[config.mk]
export PLATFORM = sky130hd
export DESIGN_NAME = i2c_arb_monitor
export DESIGN_NICKNAME = d
export VERILOG_FILES = /design/src/rtl/i2c_arb_pkg.sv /design/src/rtl/i2c_line_sync.sv /design/src/rtl/i2c_bus_tracker.sv /design/src/rtl/i2c_arb_core.sv /design/src/rtl/i2c_arb_monitor.sv
export SDC_FILE = /design/constraint.sdc
export NUM_CORES = 1
export LEC_CHECK = 0
export ABC_AREA = 1
export BUFFER_PORTS_ARGS = -buffer_cell sky130_fd_sc_hd__buf_2
export CAP_MARGIN = 20
export CORE_AREA = 5 5 42 44
export CTS_BUF_LIST = sky130_fd_sc_hd__clkbuf_4 sky130_fd_sc_hd__clkbuf_8
export CTS_CLUSTER_DIAMETER = 50
export DETAILED_ROUTE_END_ITERATION = 7
export DIE_AREA = 0 0 47 49
export PLACE_DENSITY = 0.71
export SLEW_MARGIN = 20
export SYNTH_ARGS = -nofsm -noshare
export SYNTH_HDL_FRONTEND = slang
export SYNTH_SLANG_ARGS = --single-unit
[constraint.sdc]
create_clock -name clk -period 1.8 [get_ports clk]
set_clock_uncertainty 0.05 [all_clocks]
set_input_delay 0.09 -clock clk [delete_from_list [all_inputs] [get_ports clk]]
set_output_delay 0.09 -clock clk [all_outputs]
set_load 0.005 [all_outputs]
[src/rtl/i2c_arb_pkg.sv]
package i2c_arb_pkg;
  typedef enum logic [1:0] {
    OWN_IDLE   = 2'd0,
    OWN_ACTIVE = 2'd1,
    OWN_LOST   = 2'd2
  } own_state_t;

  typedef struct packed {
    logic scl;
    logic sda;
  } bus_lines_t;
endpackage

[src/rtl/i2c_line_sync.sv]
module i2c_line_sync #(
  parameter int WIDTH = 2,
  parameter int STAGES = 2,
  parameter logic [WIDTH-1:0] RESET_VAL = '1
) (
  input  logic             clk,
  input  logic             rst_n,
  input  logic [WIDTH-1:0] d,
  output logic [WIDTH-1:0] q
);
  generate
    if (STAGES < 2) begin : g_single
      logic [WIDTH-1:0] q_r;
      always_ff @(posedge clk or negedge rst_n) begin
        if (!rst_n) q_r <= RESET_VAL;
        else        q_r <= d;
      end
      assign q = q_r;
    end else begin : g_chain
      logic [STAGES-1:0][WIDTH-1:0] chain;
      always_ff @(posedge clk or negedge rst_n) begin
        if (!rst_n) chain <= {STAGES{RESET_VAL}};
        else        chain <= {chain[STAGES-2:0], d};
      end
      assign q = chain[STAGES-1];
    end
  endgenerate
endmodule

[src/rtl/i2c_bus_tracker.sv]
module i2c_bus_tracker
  import i2c_arb_pkg::*;
#(
  parameter int ADDR_BITS = 8
) (
  input  logic       clk,
  input  logic       rst_n,
  input  bus_lines_t lines,
  output logic       start_det,
  output logic       stop_det,
  output logic       scl_rise,
  output logic       bus_busy,
  output logic       addr_phase
);
  localparam int CNT_W = $clog2(ADDR_BITS + 1);
  localparam logic [CNT_W-1:0] CNT_MAX = CNT_W'(ADDR_BITS);

  bus_lines_t       prev;
  logic [CNT_W-1:0] bit_cnt;

  always_ff @(posedge clk or negedge rst_n) begin
    if (!rst_n) prev <= '{scl: 1'b1, sda: 1'b1};
    else        prev <= lines;
  end

  assign start_det = lines.scl & prev.scl & prev.sda & ~lines.sda;
  assign stop_det  = lines.scl & prev.scl & ~prev.sda & lines.sda;
  assign scl_rise  = lines.scl & ~prev.scl;

  always_ff @(posedge clk or negedge rst_n) begin
    if (!rst_n)         bus_busy <= 1'b0;
    else if (start_det) bus_busy <= 1'b1;
    else if (stop_det)  bus_busy <= 1'b0;
  end

  always_ff @(posedge clk or negedge rst_n) begin
    if (!rst_n)
      bit_cnt <= '0;
    else if (start_det)
      bit_cnt <= '0;
    else if (scl_rise && bus_busy && bit_cnt < CNT_MAX)
      bit_cnt <= bit_cnt + CNT_W'(1);
  end

  assign addr_phase = bus_busy & (bit_cnt < CNT_MAX);
endmodule

[src/rtl/i2c_arb_core.sv]
module i2c_arb_core
  import i2c_arb_pkg::*;
(
  input  logic clk,
  input  logic rst_n,
  input  logic start_req,
  input  logic sda_drive,
  input  logic sda_seen,
  input  logic scl_rise,
  input  logic stop_det,
  input  logic bus_busy,
  input  logic lost_clr,
  output logic start_grant,
  output logic sda_oe_allow,
  output logic arb_lost,
  output logic arb_lost_irq
);
  own_state_t state, state_nx;
  logic       lost_event;

  assign start_grant = start_req & ~bus_busy & (state == OWN_IDLE);
  assign lost_event  = (state == OWN_ACTIVE) & scl_rise & sda_drive & ~sda_seen;

  always_comb begin
    state_nx = state;
    case (state)
      OWN_IDLE:   if (start_grant) state_nx = OWN_ACTIVE;
      OWN_ACTIVE: if (lost_event)  state_nx = OWN_LOST;
                  else if (stop_det) state_nx = OWN_IDLE;
      OWN_LOST:   if (stop_det)    state_nx = OWN_IDLE;
      default:    state_nx = OWN_IDLE;
    endcase
  end

  always_ff @(posedge clk or negedge rst_n) begin
    if (!rst_n) state <= OWN_IDLE;
    else        state <= state_nx;
  end

  always_ff @(posedge clk or negedge rst_n) begin
    if (!rst_n) begin
      arb_lost     <= 1'b0;
      arb_lost_irq <= 1'b0;
    end else begin
      arb_lost_irq <= lost_event;
      if (lost_event)    arb_lost <= 1'b1;
      else if (lost_clr) arb_lost <= 1'b0;
    end
  end

  assign sda_oe_allow = (state == OWN_ACTIVE);
endmodule

[src/rtl/i2c_arb_monitor.sv]
module i2c_arb_monitor
  import i2c_arb_pkg::*;
#(
  parameter int ADDR_BITS   = 8,
  parameter int SYNC_STAGES = 2
) (
  input  logic clk,
  input  logic rst_n,
  input  logic scl_in,
  input  logic sda_in,
  input  logic sda_drive,
  input  logic start_req,
  input  logic lost_clr,
  output logic start_grant,
  output logic bus_busy,
  output logic addr_phase,
  output logic sda_oe_allow,
  output logic arb_lost,
  output logic arb_lost_irq
);
  bus_lines_t synced;
  logic       start_det, stop_det, scl_rise;

  i2c_line_sync #(
    .WIDTH(2), .STAGES(SYNC_STAGES), .RESET_VAL(2'b11)
  ) u_sync (
    .clk(clk), .rst_n(rst_n), .d({scl_in, sda_in}), .q(synced)
  );

  i2c_bus_tracker #(.ADDR_BITS(ADDR_BITS)) u_track (
    .clk(clk), .rst_n(rst_n), .lines(synced),
    .start_det(start_det), .stop_det(stop_det), .scl_rise(scl_rise),
    .bus_busy(bus_busy), .addr_phase(addr_phase)
  );

  i2c_arb_core u_core (
    .clk(clk), .rst_n(rst_n), .start_req(start_req),
    .sda_drive(sda_drive), .sda_seen(synced.sda), .scl_rise(scl_rise),
    .stop_det(stop_det), .bus_busy(bus_busy), .lost_clr(lost_clr),
    .start_grant(start_grant), .sda_oe_allow(sda_oe_allow),
    .arb_lost(arb_lost), .arb_lost_irq(arb_lost_irq)
  );
endmodule

==> results.cfg, run 1 <==
[status]
status = finished, final reports clean

[pwr]
leakage_nw = 0.423
combinationalPowerShare = 0.246
p_sw_mw = 0.261
vdd_drop_max_uv = 636
seq_power_share = 0.523
p_sw_frac = 0.304
intPower_mw = 0.596
p_total_mw = 0.857
clockPowerShare = 0.231
p_per_area_mw_per_mm2 = 1100

[clocking]
clkLatencyLatePin_ps = 270
cts_num_sinks = 15
cts_buffer_depth = 2
h-tree-depth = 1
post-cts-setup-buffers = 0
cts_made_buffers = 3
cts_root_buf = clkbuf_4
cts_tree = built
clk_pin_slew_ps = 80

[final_layout]
final_common_cell = nand2_1
nNetsFinal = 97
drive_gt1_frac = 0.295
design_area_um2 = 781
area_delta_synth_final_pct = 23.8
layout_common_cells = nand2_1, inv_1, buf_2
antenna_cells = 0

[die]
rows = 14
die_w_um = 47
ioPinCount = 13
die_area_mm2 = 0.00230
core-area_mm2 = 0.00140
start_util = 0.450
die_h_um = 49

[timing]
tightest_slew_ps = 320
finalCritPeriodShare = 0.718
timing.fmax_mhz = 774
max_slew_margin = 0.787
hold_violations = 0
setup_viol = 0
fin_ws_ps = 508
holdWs_ps = 82.4
timing.setup.tns_ps = 0
rsz0062_at_grt = no
min_period_ps = 1290
slew_viol_final = 0

[routing]
routed_wl_um = 1150
wl_per_cell_um = 11.0
first_pass_iters = 4
antenna_left = 0
via_count = 487
drtIter0Drc = 11
drc = 0
via_per_inst = 4.68

[global_routing]
grt_pass1_wl_um = 1930
grt_antenna_before_repair = 0
grt_pass1_vias = 490
grt_max_degree = 16
track_usage = 0.116
grt_overflow_total = 0

[critical_path]
worstSetupPathType = register to output port
critical_path_arrival_ps = 1150
cp_max_fo = 3
cp_data_required_time_ps = 1660
end_kind = output port
rr_endpoint = u_track.bit_cnt[2]$_DFFE_PN0P_
cp-start-kind = register
reg2reg_slack_ps = 590
reg2regPathDepth = 5
timing.rr.start = u_sync.q[1]$_DFF_PN1_

[worst_hold_path]
hold_depth = 5
whs_endpoint = u_core.state[0]$_DFFE_PN0P_
worstHoldStart = start_req
hold_path_class = input pin to register

[yosys]
synthCells = 68
synth_fp_nets = 76
yosysUniqueCellTypes = 13
synth-seq-cells = 15
yosysSeqAreaShare = 0.607
ys_warn_count = 0
syn_avg_cell_area_um2 = 9.27
syn_area_um2 = 631

[placed_design]
port_buffers = 12
pre_cts_ws_ps = 577
placed_area_um2 = 711
gp_congestion = 0.720
dp.final_hpwl_um = 883

[flow_run]
drv_cap = 0
## registers in the layout, summed over array words and instances, names as in the netlist
register,count
u_core.arb_lost,1
u_core.arb_lost_irq,1
u_core.state,2
u_sync.g_chain.chain,2
u_sync.q,2
u_track.bit_cnt,4
u_track.bus_busy,1
u_track.prev,2
## layer usage
layer,vias to the layer above,track usage,part of all wire
li1,248,-,-
met1,223,0.157,0.45
met2,14,0.165,0.47
met3,2,0.0332,0.072
met4,0,0.0553,0.0078
met5,-,0,0
## power by group through the flow
| stage | clock [mW] | sequential, mW | combinational, mW |
|---|---|---|---|
| after CTS | 0.209 | 0.450 | 0.218 |
| after global routing | 0.221 | 0.456 | 0.245 |
| final | 0.198 | 0.448 | 0.211 |
| after floorplan | 0 | 0.446 | 0.140 |
| after detailed placement | 0 | 0.456 | 0.210 |
| after global placement | 0 | 0.452 | 0.199 |
## worst max-delay path by stage
stage / from / to / depth (start not counted)
after floorplan: u_sync.q[1]$_DFF_PN1_ / u_track.bit_cnt[0]$_DFFE_PN0P_ / 3
final: u_track.bus_busy$_DFFE_PN0P_ / start_grant / 4
after detailed placement: u_sync.q[1]$_DFF_PN1_ / u_core.state[0]$_DFFE_PN0P_ / 5
after CTS: u_track.bus_busy$_DFFE_PN0P_ / start_grant / 4
after global placement: u_sync.q[1]$_DFF_PN1_ / u_track.bit_cnt[2]$_DFFE_PN0P_ / 5
after global routing: u_track.bus_busy$_DFFE_PN0P_ / start_grant / 4
## kinds of logic after synthesis
group,after synthesis,share of synthesized area
buffers and inverters,14,0.0833
and+or+nand+nor,35,0.266
AOI/OAI and AO/OA,3,0.0238
adders and majority gates,1,0.0198
DFF,15,0.607
## critical path: stages (launching register included)
cell	delay, ps
dfrtp_1	400
inv_1	120
nand2_1	70
nor3_2	140
buf_2	140
## metrics by stage
stage                util  std cells
finish              0.557        104
global route        0.557        104
CTS                 0.557        104
detailed placement  0.507         96
global placement    0.507         96
floorplan               -         68
## what timing repair did
action                    CTS  global route
hold buffers                4             0
resized for setup           0             0
hold endpoints to repair   18             0
## cell usage after synthesis
cell | n | area share
nor3_2 | 1 | 0.016
nand3_1 | 6 | 0.048
nand2_1 | 18 | 0.11
inv_1 | 14 | 0.083
ha_1 | 1 | 0.020
dfstp_2 | 6 | 0.25
dfrtp_1 | 9 | 0.36
o21ai_0 | 3 | 0.024
nand3b_1 | 2 | 0.024
nor2_2 | 2 | 0.020
nor2_4 | 1 | 0.018
nor2_1 | 4 | 0.024
nand4_1 | 1 | 0.0099
## layout make-up
class	count	area [um^2]
fillers	137	621
flip-flops and latches	15	383
multi-input cells	39	195
repair buffers	16	100
inverters	14	52.6
clock buffers	4	30.0
well taps	16	20.0
(Power assumes the default switching activity.)
==> run 2, diff against run 1 <==
--- a/config.mk
+++ b/config.mk
@@ -13,7 +13,7 @@
 export CTS_CLUSTER_DIAMETER = 50
 export DETAILED_ROUTE_END_ITERATION = 7
 export DIE_AREA = 0 0 47 49
-export PLACE_DENSITY = 0.71
+export PLACE_DENSITY = 0.73
 export SLEW_MARGIN = 20
 export SYNTH_ARGS = -nofsm -noshare
 export SYNTH_HDL_FRONTEND = slang
==> constraint.sdc (replaced) <==
create_clock -name clk -period 1.1 [get_ports clk]
set_clock_uncertainty 0.05 [all_clocks]
set_input_delay 0.055 -clock clk [delete_from_list [all_inputs] [get_ports clk]]
set_output_delay 0.055 -clock clk [all_outputs]
set_load 0.005 [all_outputs]
==> run 2 against run 1 <==
The run now ends with setup timing left. Clock power grew 58%. Hold slack lost 4.6 ps. Combinational power grew 90%. Worst setup slack lost 670 ps. Sequential share of layout area shrank 3.5 points. Register-to-register slack lost 750 ps. Global-route usage grew 0.45 points. Total power grew 70%.
==> results.cfg, run 2 (synthesized netlist as in run 1, its figures left out) <==
[status]
status = complete, but fails checks
violations = setup timing

[routing]
drc = 0
via_per_inst = 4.78
antenna_left = 0
wl_per_cell_um = 11.4
routed_wl_um = 1230
via_count = 516
drtIter0Drc = 14
first_pass_iters = 4

[die]
core-area_mm2 = 0.00140
die_h_um = 49
rows = 14
die_w_um = 47
start_util = 0.450
ioPinCount = 13
die_area_mm2 = 0.00230

[global_routing]
track_usage = 0.120
grt_max_degree = 16
grt_overflow_total = 0
grt_pass1_vias = 495
grt_pass1_wl_um = 2010
grt_antenna_before_repair = 0

[timing]
rsz0062_at_grt = yes
timing.fmax_mhz = 794
hold_violations = 0
setup_viol = 9
max_slew_margin = 0.784
fin_ws_ps = -160
min_period_ps = 1260
holdWs_ps = 77.8
timing.setup.tns_ps = -818
finalCritPeriodShare = 1.15
tightest_slew_ps = 324
slew_viol_final = 0

[clocking]
clkLatencyLatePin_ps = 280
clk_pin_slew_ps = 100
cts_root_buf = clkbuf_4
cts_buffer_depth = 2
cts_tree = built
cts_num_sinks = 15
cts_made_buffers = 3
h-tree-depth = 1

[placed_design]
gp_congestion = 0.835
pre_cts_ws_ps = -91.3
dp.final_hpwl_um = 871
port_buffers = 12

[critical_path]
worstSetupPathType = register to register
cp-start-kind = register
critical_path_arrival_ps = 1370
reg2regPathDepth = 3
cp_data_required_time_ps = 1210
end_kind = register
cp_max_fo = 7

[pwr]
leakage_nw = 0.439
p_per_area_mw_per_mm2 = 1730
vdd_drop_max_uv = 850

[final_layout]
fillers = 131
layout_common_cells = nand2_1, buf_2, inv_1
largest_reg_flops = 4
nNetsFinal = 101
area_delta_synth_final_pct = 33.7
top_register = u_track.bit_cnt
drive_gt1_frac = 0.413
final_common_cell = nand2_1
antenna_cells = 0

[worst_hold_path]
hold_depth = 5
hold_path_class = input pin to register

[flow_run]
drv_cap = 0
-- run 2: what timing repair did --
item / CTS / global route
endpoints found under the setup margin: 9 / 10
hold buffers: 4 / 0
hold endpoints to repair: 18 / 0
resized for setup: 8 / 6
pin swaps: 5 / 7
setup buffers: 1 / 3
-- run 2: final timing paths --
check                      slack, ps                              start                              to
min in group asynchronous        130                              rst_n    u_track.bus_busy$_DFFE_PN0P_
max in group asynchronous        580                              rst_n       u_track.prev[1]$_DFF_PN1_
setup / recovery                -160              u_sync.q[1]$_DFF_PN1_  u_track.bit_cnt[1]$_DFFE_PN0P_
setup reg to reg                -160              u_sync.q[1]$_DFF_PN1_  u_track.bit_cnt[1]$_DFFE_PN0P_
hold reg to reg                  310  u_sync.g_chain.chain[1]$_DFF_PN1_           u_sync.q[1]$_DFF_PN1_
hold / removal                    80                          start_req     u_core.state[0]$_DFFE_PN0P_
-- run 2: through the flow --
step                power, mW  std cells  utilization  area, um^2
finish                   1.46        108        0.602         843
global route             1.57        108        0.602         843
CTS                      1.43        105        0.573         803
detailed placement       1.08         96        0.507         711
global placement         1.07         96        0.507         711
floorplan               0.959         68            -         631
-- run 2: area by class of cell --
cell class | instances | area [um^2] | area share
multi-input combinational | 39 | 229 | 0.272
tap | 16 | 20.0 | 0.0237
timing repair buffer | 20 | 130 | 0.154
clock inverter | 1 | 5.00 | 0.00593
inverter | 14 | 52.6 | 0.0623
clock buffer | 3 | 22.5 | 0.0267
sequential | 15 | 384 | 0.455
-- run 2: layer usage --
layer | vias up | track usage | routed length [um] | share of wire
li1 | 259 | - | - | -
met1 | 242 | 0.153 | 551 | 0.45
met2 | 13 | 0.181 | 603 | 0.49
met3 | 2 | 0.0258 | 63 | 0.051
met4 | 0 | 0.0691 | 11 | 0.0089
met5 | - | 0 | 0 | 0
-- run 2: power breakdown --
group          leakage (nW)  internal [mW]  switching [mW]
Sequential            0.180          0.657          0.0918
Clock                0.0177          0.135           0.178
Combinational         0.242          0.193           0.207
-- run 2: critical path, stage by stage (launching register included) --
cell and delay, ps:
dfstp_2 580, nand4_1 260, nand3_1 180, nand2_1 60
